File: src/rtl/memwr_pkg.sv
package memwr_pkg;
  localparam int BYTE_W = 8;
  localparam logic [7:0] OPC_MATCH = 8'h90;
  localparam logic [7:0] OPC_MASK  = 8'hFE;
  localparam logic [7:0] ERR_CODE  = 8'hE7;

  typedef enum logic [1:0] {RX_IDLE, RX_BODY, RX_HELD} rx_state_e;
endpackage

File: src/rtl/memwr_frame_rx.sv
module memwr_frame_rx
  import memwr_pkg::*;
#(
  parameter int FRAME_BYTES = 8
) (
  input  logic                          clk,
  input  logic                          rst,
  input  logic                          in_valid_i,
  input  logic [BYTE_W-1:0]             in_data_i,
  output logic                          in_ready_o,
  input  logic                          mem_init_i,
  input  logic                          release_i,
  output logic [FRAME_BYTES*BYTE_W-1:0] frame_o,
  output logic                          done_o,
  output logic                          init_ok_o
);
  localparam int CNT_W = $clog2(FRAME_BYTES);
  localparam logic [CNT_W-1:0] LAST = CNT_W'(FRAME_BYTES - 1);

  rx_state_e                      state_q;
  logic [CNT_W-1:0]               cnt_q;
  logic [FRAME_BYTES*BYTE_W-1:0]  frame_q;
  logic                           accept;

  assign in_ready_o = (state_q != RX_HELD);
  assign accept     = in_valid_i && in_ready_o;
  assign frame_o    = frame_q;

  always_ff @(posedge clk) begin
    if (rst) begin
      state_q   <= RX_IDLE;
      cnt_q     <= '0;
      frame_q   <= '0;
      done_o    <= 1'b0;
      init_ok_o <= 1'b0;
    end else begin
      done_o <= 1'b0;
      case (state_q)
        RX_IDLE: begin
          if (accept && ((in_data_i & OPC_MASK) == OPC_MATCH)) begin
            frame_q[BYTE_W-1:0] <= in_data_i;
            cnt_q               <= CNT_W'(1);
            state_q             <= RX_BODY;
          end
        end
        RX_BODY: begin
          if (accept) begin
            frame_q[cnt_q*BYTE_W +: BYTE_W] <= in_data_i;
            if (cnt_q == LAST) begin
              state_q   <= RX_HELD;
              done_o    <= 1'b1;
              init_ok_o <= mem_init_i;
            end else begin
              cnt_q <= cnt_q + 1'b1;
            end
          end
        end
        default: begin
          if (release_i) state_q <= RX_IDLE;
        end
      endcase
    end
  end
endmodule

File: src/rtl/memwr_mem_issue.sv
module memwr_mem_issue
  import memwr_pkg::*;
#(
  parameter int ADDR_BYTES = 3,
  parameter int DATA_BYTES = 4,
  parameter int COL_W      = 10,
  parameter int BANK_W     = 2,
  localparam int ADDR_W    = ADDR_BYTES * BYTE_W,
  localparam int DATA_W    = DATA_BYTES * BYTE_W,
  localparam int ROW_W     = ADDR_W - COL_W - BANK_W + 1
) (
  input  logic                 clk,
  input  logic                 rst,
  input  logic                 start_i,
  input  logic                 top_row_i,
  input  logic [ADDR_W+DATA_W-1:0] body_i,
  output logic                 req_o,
  input  logic                 ack_i,
  output logic [ROW_W-1:0]     row_o,
  output logic [COL_W-1:0]     col_o,
  output logic [BANK_W-1:0]    bank_o,
  output logic [DATA_W-1:0]    data_o,
  output logic                 done_o
);
  logic [ADDR_W-1:0] addr_w;
  logic [DATA_W-1:0] data_w;

  // body byte 0 is the most significant address byte
  for (genvar j = 0; j < ADDR_BYTES; j++) begin : g_addr
    assign addr_w[(ADDR_BYTES-1-j)*BYTE_W +: BYTE_W] = body_i[j*BYTE_W +: BYTE_W];
  end
  assign data_w = body_i[ADDR_W +: DATA_W];

  always_ff @(posedge clk) begin
    if (rst) begin
      req_o  <= 1'b0;
      done_o <= 1'b0;
      row_o  <= '0;
      col_o  <= '0;
      bank_o <= '0;
      data_o <= '0;
    end else begin
      done_o <= 1'b0;
      if (start_i) begin
        req_o  <= 1'b1;
        row_o  <= {top_row_i, addr_w[ADDR_W-1 -: ROW_W-1]};
        col_o  <= addr_w[BANK_W +: COL_W];
        bank_o <= addr_w[BANK_W-1:0];
        data_o <= data_w;
      end else if (req_o && ack_i) begin
        req_o  <= 1'b0;
        done_o <= 1'b1;
      end
    end
  end
endmodule

File: src/rtl/memwr_resp_tx.sv
module memwr_resp_tx
  import memwr_pkg::*;
#(
  parameter int ADDR_BYTES = 3,
  parameter int DATA_BYTES = 4,
  localparam int FRAME_BYTES = 1 + ADDR_BYTES + DATA_BYTES,
  localparam int FRAME_W     = FRAME_BYTES * BYTE_W
) (
  input  logic              clk,
  input  logic              rst,
  input  logic              start_i,
  input  logic              err_i,
  input  logic [FRAME_W-1:0] frame_i,
  output logic              out_valid_o,
  output logic [BYTE_W-1:0] out_data_o,
  input  logic              out_ready_i,
  output logic              release_o
);
  localparam int ADDR_W = ADDR_BYTES * BYTE_W;
  localparam int DATA_W = DATA_BYTES * BYTE_W;
  localparam int CNT_W  = $clog2(FRAME_BYTES);

  logic [FRAME_W-1:0] load_w;
  logic [FRAME_W-1:0] sh_q;
  logic [CNT_W-1:0]   left_q;
  logic               take;

  // response order: data bytes, command slot, address bytes
  assign load_w[0 +: DATA_W]               = frame_i[(1+ADDR_BYTES)*BYTE_W +: DATA_W];
  assign load_w[DATA_W +: BYTE_W]          = err_i ? ERR_CODE : frame_i[BYTE_W-1:0];
  assign load_w[DATA_W+BYTE_W +: ADDR_W]   = frame_i[BYTE_W +: ADDR_W];

  assign take       = out_valid_o && out_ready_i;
  assign release_o  = take && (left_q == '0);
  assign out_data_o = sh_q[BYTE_W-1:0];

  always_ff @(posedge clk) begin
    if (rst) begin
      out_valid_o <= 1'b0;
      sh_q        <= '0;
      left_q      <= '0;
    end else if (start_i) begin
      out_valid_o <= 1'b1;
      sh_q        <= load_w;
      left_q      <= CNT_W'(FRAME_BYTES - 1);
    end else if (take) begin
      sh_q <= sh_q >> BYTE_W;
      if (left_q == '0) out_valid_o <= 1'b0;
      else              left_q      <= left_q - 1'b1;
    end
  end
endmodule

File: src/rtl/memwr_cmd_handler.sv
module memwr_cmd_handler
  import memwr_pkg::*;
#(
  parameter int ADDR_BYTES = 3,
  parameter int DATA_BYTES = 4,
  parameter int COL_W      = 10,
  parameter int BANK_W     = 2,
  localparam int ADDR_W      = ADDR_BYTES * BYTE_W,
  localparam int DATA_W      = DATA_BYTES * BYTE_W,
  localparam int ROW_W       = ADDR_W - COL_W - BANK_W + 1,
  localparam int FRAME_BYTES = 1 + ADDR_BYTES + DATA_BYTES,
  localparam int FRAME_W     = FRAME_BYTES * BYTE_W
) (
  input  logic              clk,
  input  logic              rst,
  input  logic              in_valid_i,
  input  logic [7:0]        in_data_i,
  output logic              in_ready_o,
  output logic              out_valid_o,
  output logic [7:0]        out_data_o,
  input  logic              out_ready_i,
  input  logic              mem_init_i,
  output logic              mem_req_o,
  input  logic              mem_ack_i,
  output logic [ROW_W-1:0]  mem_row_o,
  output logic [COL_W-1:0]  mem_col_o,
  output logic [BANK_W-1:0] mem_bank_o,
  output logic [DATA_W-1:0] mem_data_o
);
  logic [FRAME_W-1:0] frame_w;
  logic rx_done, rx_init_ok, wr_done, tx_release;
  logic issue_start, tx_start;

  assign issue_start = rx_done && rx_init_ok;
  assign tx_start    = (rx_done && !rx_init_ok) || wr_done;

  memwr_frame_rx #(.FRAME_BYTES(FRAME_BYTES)) rx_i (
    .clk(clk), .rst(rst),
    .in_valid_i(in_valid_i), .in_data_i(in_data_i), .in_ready_o(in_ready_o),
    .mem_init_i(mem_init_i), .release_i(tx_release),
    .frame_o(frame_w), .done_o(rx_done), .init_ok_o(rx_init_ok)
  );

  memwr_mem_issue #(.ADDR_BYTES(ADDR_BYTES), .DATA_BYTES(DATA_BYTES),
                    .COL_W(COL_W), .BANK_W(BANK_W)) issue_i (
    .clk(clk), .rst(rst), .start_i(issue_start),
    .top_row_i(frame_w[0]), .body_i(frame_w[FRAME_W-1:BYTE_W]),
    .req_o(mem_req_o), .ack_i(mem_ack_i),
    .row_o(mem_row_o), .col_o(mem_col_o), .bank_o(mem_bank_o),
    .data_o(mem_data_o), .done_o(wr_done)
  );

  memwr_resp_tx #(.ADDR_BYTES(ADDR_BYTES), .DATA_BYTES(DATA_BYTES)) tx_i (
    .clk(clk), .rst(rst), .start_i(tx_start), .err_i(!rx_init_ok),
    .frame_i(frame_w), .out_valid_o(out_valid_o), .out_data_o(out_data_o),
    .out_ready_i(out_ready_i), .release_o(tx_release)
  );
endmodule

File: config.mk
export PLATFORM = sky130hd
export DESIGN_NAME = memwr_cmd_handler
export DESIGN_NICKNAME = d
export VERILOG_FILES = /design/src/rtl/memwr_pkg.sv /design/src/rtl/memwr_frame_rx.sv /design/src/rtl/memwr_mem_issue.sv /design/src/rtl/memwr_resp_tx.sv /design/src/rtl/memwr_cmd_handler.sv
export SDC_FILE = /design/constraint.sdc
export NUM_CORES = 1
export LEC_CHECK = 0
export ABC_CLOCK_PERIOD_IN_PS = 3500
export BUFFER_PORTS_ARGS = -buffer_cell sky130_fd_sc_hd__buf_2
export CAP_MARGIN = 30
export CORE_ASPECT_RATIO = 0.6
export CORE_MARGIN = 1.5
export CORE_UTILIZATION = 50
export DETAILED_ROUTE_END_ITERATION = 16
export HOLD_SLACK_MARGIN = 0.1
export PLACE_DENSITY = 0.69
export RECOVER_POWER = 25
export SETUP_SLACK_MARGIN = 0.1
export SKIP_CTS_REPAIR_TIMING = 1
export SLEW_MARGIN = 20
export SYNTH_ARGS = -nofsm -noshare
export SYNTH_HDL_FRONTEND = slang
export SYNTH_HIERARCHICAL = 1
export SYNTH_SLANG_ARGS = --single-unit
File: constraint.sdc
create_clock -name clk -period 3.5 [get_ports clk]
set_clock_uncertainty 0.15 [all_clocks]
set_input_delay 0 -clock clk [delete_from_list [all_inputs] [get_ports clk]]
set_output_delay 0 -clock clk [all_outputs]
set_load 0.03 [all_outputs]
==> results.sh <==
export IMPL_io_pins=82
export IMPL_worstReg2RegEnd="rx_i/frame_o[55]"
export IMPL_remaining_drc_errors=0
export IMPL_min_path_cells=4
export IMPL_worst_hold_slack_ps=168
export IMPL_ys_warn_count=6
export IMPL_layout_cells_non_filler=1200
export IMPL_io_buffers=81
export IMPL_yosysSeqAreaShare=0.471
export IMPL_critPathLaunchType="flop"
export IMPL_track_usage=0.245
export IMPL_tightestPinTransition_ps=811
export IMPL_cellPowerDensity_nw_per_um2=465
export IMPL_dp_cells=1153
export IMPL_status="finished, final reports clean"
export IMPL_crit_top_cell="ha_1"
export IMPL_avgSynthCellArea_sq_um=9.18
export IMPL_grt_first_pass_wirelength_um=33000
export IMPL_period_needed_ps=2840
export IMPL_core_area_sq_um=16400
export IMPL_cts_buffers=17
export IMPL_timing_final_ws_setup_ps=664
export IMPL_slew_headroom=0.456
export IMPL_totalWireLength_um=21400
export IMPL_dp_slack_ps=760
export IMPL_worst_path_buf_inv=2
export IMPL_die_w_um=170
export IMPL_final_antenna_net_count=0
export IMPL_synthDistinctLibCells=56
export IMPL_setup_viol=0
export IMPL_num_rows=36
export IMPL_antenna_cells=0
export IMPL_crit_chain="inv_1 > ha_1 > ha_1 > nand4bb_1 > or4b_1 > buf_4 > or4_1 > a21oi_1"
export IMPL_clk_insertion_delay_late_ps=430
export IMPL_rsz0062_at_grt="no"
export IMPL_syn_nets=937
export IMPL_hold_class="input port to flop"
export IMPL_die_area_sq_um=17600
export IMPL_hpwl_um=13600
export IMPL_area_growth_pct=11.6
export IMPL_crit_family="simple AND/OR/NAND/NOR gates"
export IMPL_drv_slew=0
export IMPL_synth_seq_cells=198
export IMPL_drive_gt1_frac=0.110
export IMPL_wire_per_inst_um=17.8
export IMPL_hp_start="out_ready_i"
export IMPL_initial_core_util=0.515
export IMPL_wl_met2_um=8470
export IMPL_clk_pin_slew_ps=80
export IMPL_grt_pass1_vias=5841
export IMPL_path_class="flop to flop"
export IMPL_cts_buffer_depth=2
export IMPL_cpMaxStageDelayCell="or4b_1"
export IMPL_wl_met3_um=1630
export IMPL_synth_edff_count=0
export IMPL_nets=979
export IMPL_drv_cap=0
export IMPL_setup_worst_path_end_class="flop"
export IMPL_dieHeight_um=103
export IMPL_timing_fmax_mhz=353
export IMPL_place_congestion=0.803
export IMPL_root_buffer="clkbuf_16"
export IMPL_leakage_nw=3.18
export IMPL_dr_pass1_iters=5
export IMPL_grt_ovfl_total=0
export IMPL_grt_max_degree=95
export IMPL_met1Wirelength_um=11200
export IMPL_crit_cells=8
export IMPL_r2r_cells=8
export IMPL_hold_end="tx_i/sh_q[12]"
export IMPL_h_tree_depth=4
export IMPL_via_per_inst=5.65
export IMPL_vias=6780
export IMPL_r2r_slack_ps=660
export IMPL_slowest_delay_ps=510
export IMPL_drt_initial_drc_count=691
export IMPL_finalCritPeriodShare=0.810
export IMPL_tritoncts="built"
export IMPL_async_reset_ff_frac=0
export IMPL_synth_area_sq_um=8410
export IMPL_vdd_drop_max_v=0.000283
export IMPL_clkSinkCount=198
export IMPL_worstPathArrival_ps=3040
export IMPL_synth_cells=917
export IMPL_finalHoldViolCount=0
export IMPL_antenna_found_initial=0
export IMPL_setup_tns_ps=0
export IMPL_critPathRequiredTime_ps=3700
export IMPL_synth_top_flop_cell="dfxtp_1"
export IMPL_highest_layer="met4"
export IMPL_rr_startpoint="rx_i/cnt_q[1]"
export IMPL_crit_path_max_fanout=9
-- power by group --
part / total, W / leakage (nW) / internal, W / switching [W]
Sequential: 0.00225 / 1.59 / 0.00225 / 0.000000376
Clock: 0.00200 / 0.298 / 0.00103 / 0.000968
Combinational: 0.000113 / 1.29 / 0.0000327 / 0.0000803
-- synth_stat cells, drive strengths merged (6+ instances only) --
cell type / n / share of area
mux2i: 86 / 0.10
clkbuf: 31 / 0.014
nor2: 142 / 0.064
o21ai: 17 / 0.010
nand4: 6 / 0.0052
ha: 6 / 0.0089
nand2: 104 / 0.047
a21oi: 41 / 0.026
nand3: 79 / 0.047
inv: 12 / 0.0054
dfxtp: 198 / 0.47
nand3b: 8 / 0.0071
nand2b: 26 / 0.021
buf: 55 / 0.049
or2b: 8 / 0.0082
a311oi: 58 / 0.075
-- logic make-up (layout without fill, tap and decap cells) --
family | after synthesis | after routing | share of synthesized area
AOI/OAI and AO/OA | 121 | 121 | 0.116
adders and majority gates | 6 | 6 | 0.00892
DFF | 198 | 198 | 0.471
and+or+nand+nor | 406 | 406 | 0.230
muxes | 86 | 86 | 0.102
buffers and inverters | 100 | 155 | 0.0717
-- sequential cells by signal, indices dropped and copies added (netlist names) --
name	flops
issue_i/data_o	32
issue_i/row_o	13
tx_i/out_valid_o	1
rx_i/done_o	1
issue_i/col_o	10
tx_i/left_q	3
rx_i/state_q	2
tx_i/sh_q	64
issue_i/bank_o	2
rx_i/frame_o	64
issue_i/done_o	1
rx_i/cnt_q	3
issue_i/req_o	1
rx_i/init_ok_o	1
-- through the flow --
step | util | total power, W | instance area, sq um
final | 0.574 | 0.00437 | 9390
after floorplan | - | 0.00238 | 8410
after global routing | 0.574 | 0.00450 | 9390
after global placement | 0.532 | 0.00240 | 8700
after CTS | 0.569 | 0.00437 | 9310
after detailed placement | 0.532 | 0.00240 | 8700
-- final cells by class --
type,instances,area (sq um)
Clock inverter,14,180
Clock buffer,18,429
Multi-Input combinational cell,619,3850
Tap cell,228,285
Inverter,12,46.3
Sequential cell,198,3970
Fill cell,1461,6960
Timing Repair Buffer,111,627
-- worst max-delay path by stage --
stage | start | to | slack (ps)
floorplan | rx_i/cnt_q[0] | rx_i/frame_o[55] | 430
CTS | rx_i/cnt_q[1] | rx_i/frame_o[55] | 710
global route | rx_i/cnt_q[1] | rx_i/frame_o[55] | 580
global placement | rx_i/cnt_q[1] | rx_i/frame_o[55] | 820
detailed placement | rx_i/cnt_q[1] | rx_i/frame_o[55] | 760
finish | rx_i/cnt_q[1] | rx_i/frame_o[55] | 660
-- metal layers --
metal,up-vias,GRT usage
met4,0,0.0504
met2,251,0.327
met1,3262,0.389
met5,-,0
met3,11,0.0586
li1,3256,-
-- cell usage in the layout, fill, tap and decap left out, types with 8 or more instances in the layout --
cell type / instances
dfxtp_1: 197
nor2_1: 141
nand2_1: 103
mux2i_1: 86
nand3_1: 79
clkbuf_1: 67
a21oi_1: 40
a311oi_1: 38
nand2b_1: 21
a311oi_2: 20
clkbuf_16: 17
o21ai_1: 15
dlygate4sd3_1: 14
buf_2: 14
buf_4: 13
inv_1: 11
nand3b_1: 8
-- worst reg2reg max path, cell delays in order, from the launching register on --
cell and delay [ps]:
dfxtp_1 390, inv_1 60, ha_1 190, ha_1 370, nand4bb_1 320, or4b_1 510
buf_4 200, or4_1 420, a21oi_1 150
(Power assumes the default switching activity.)
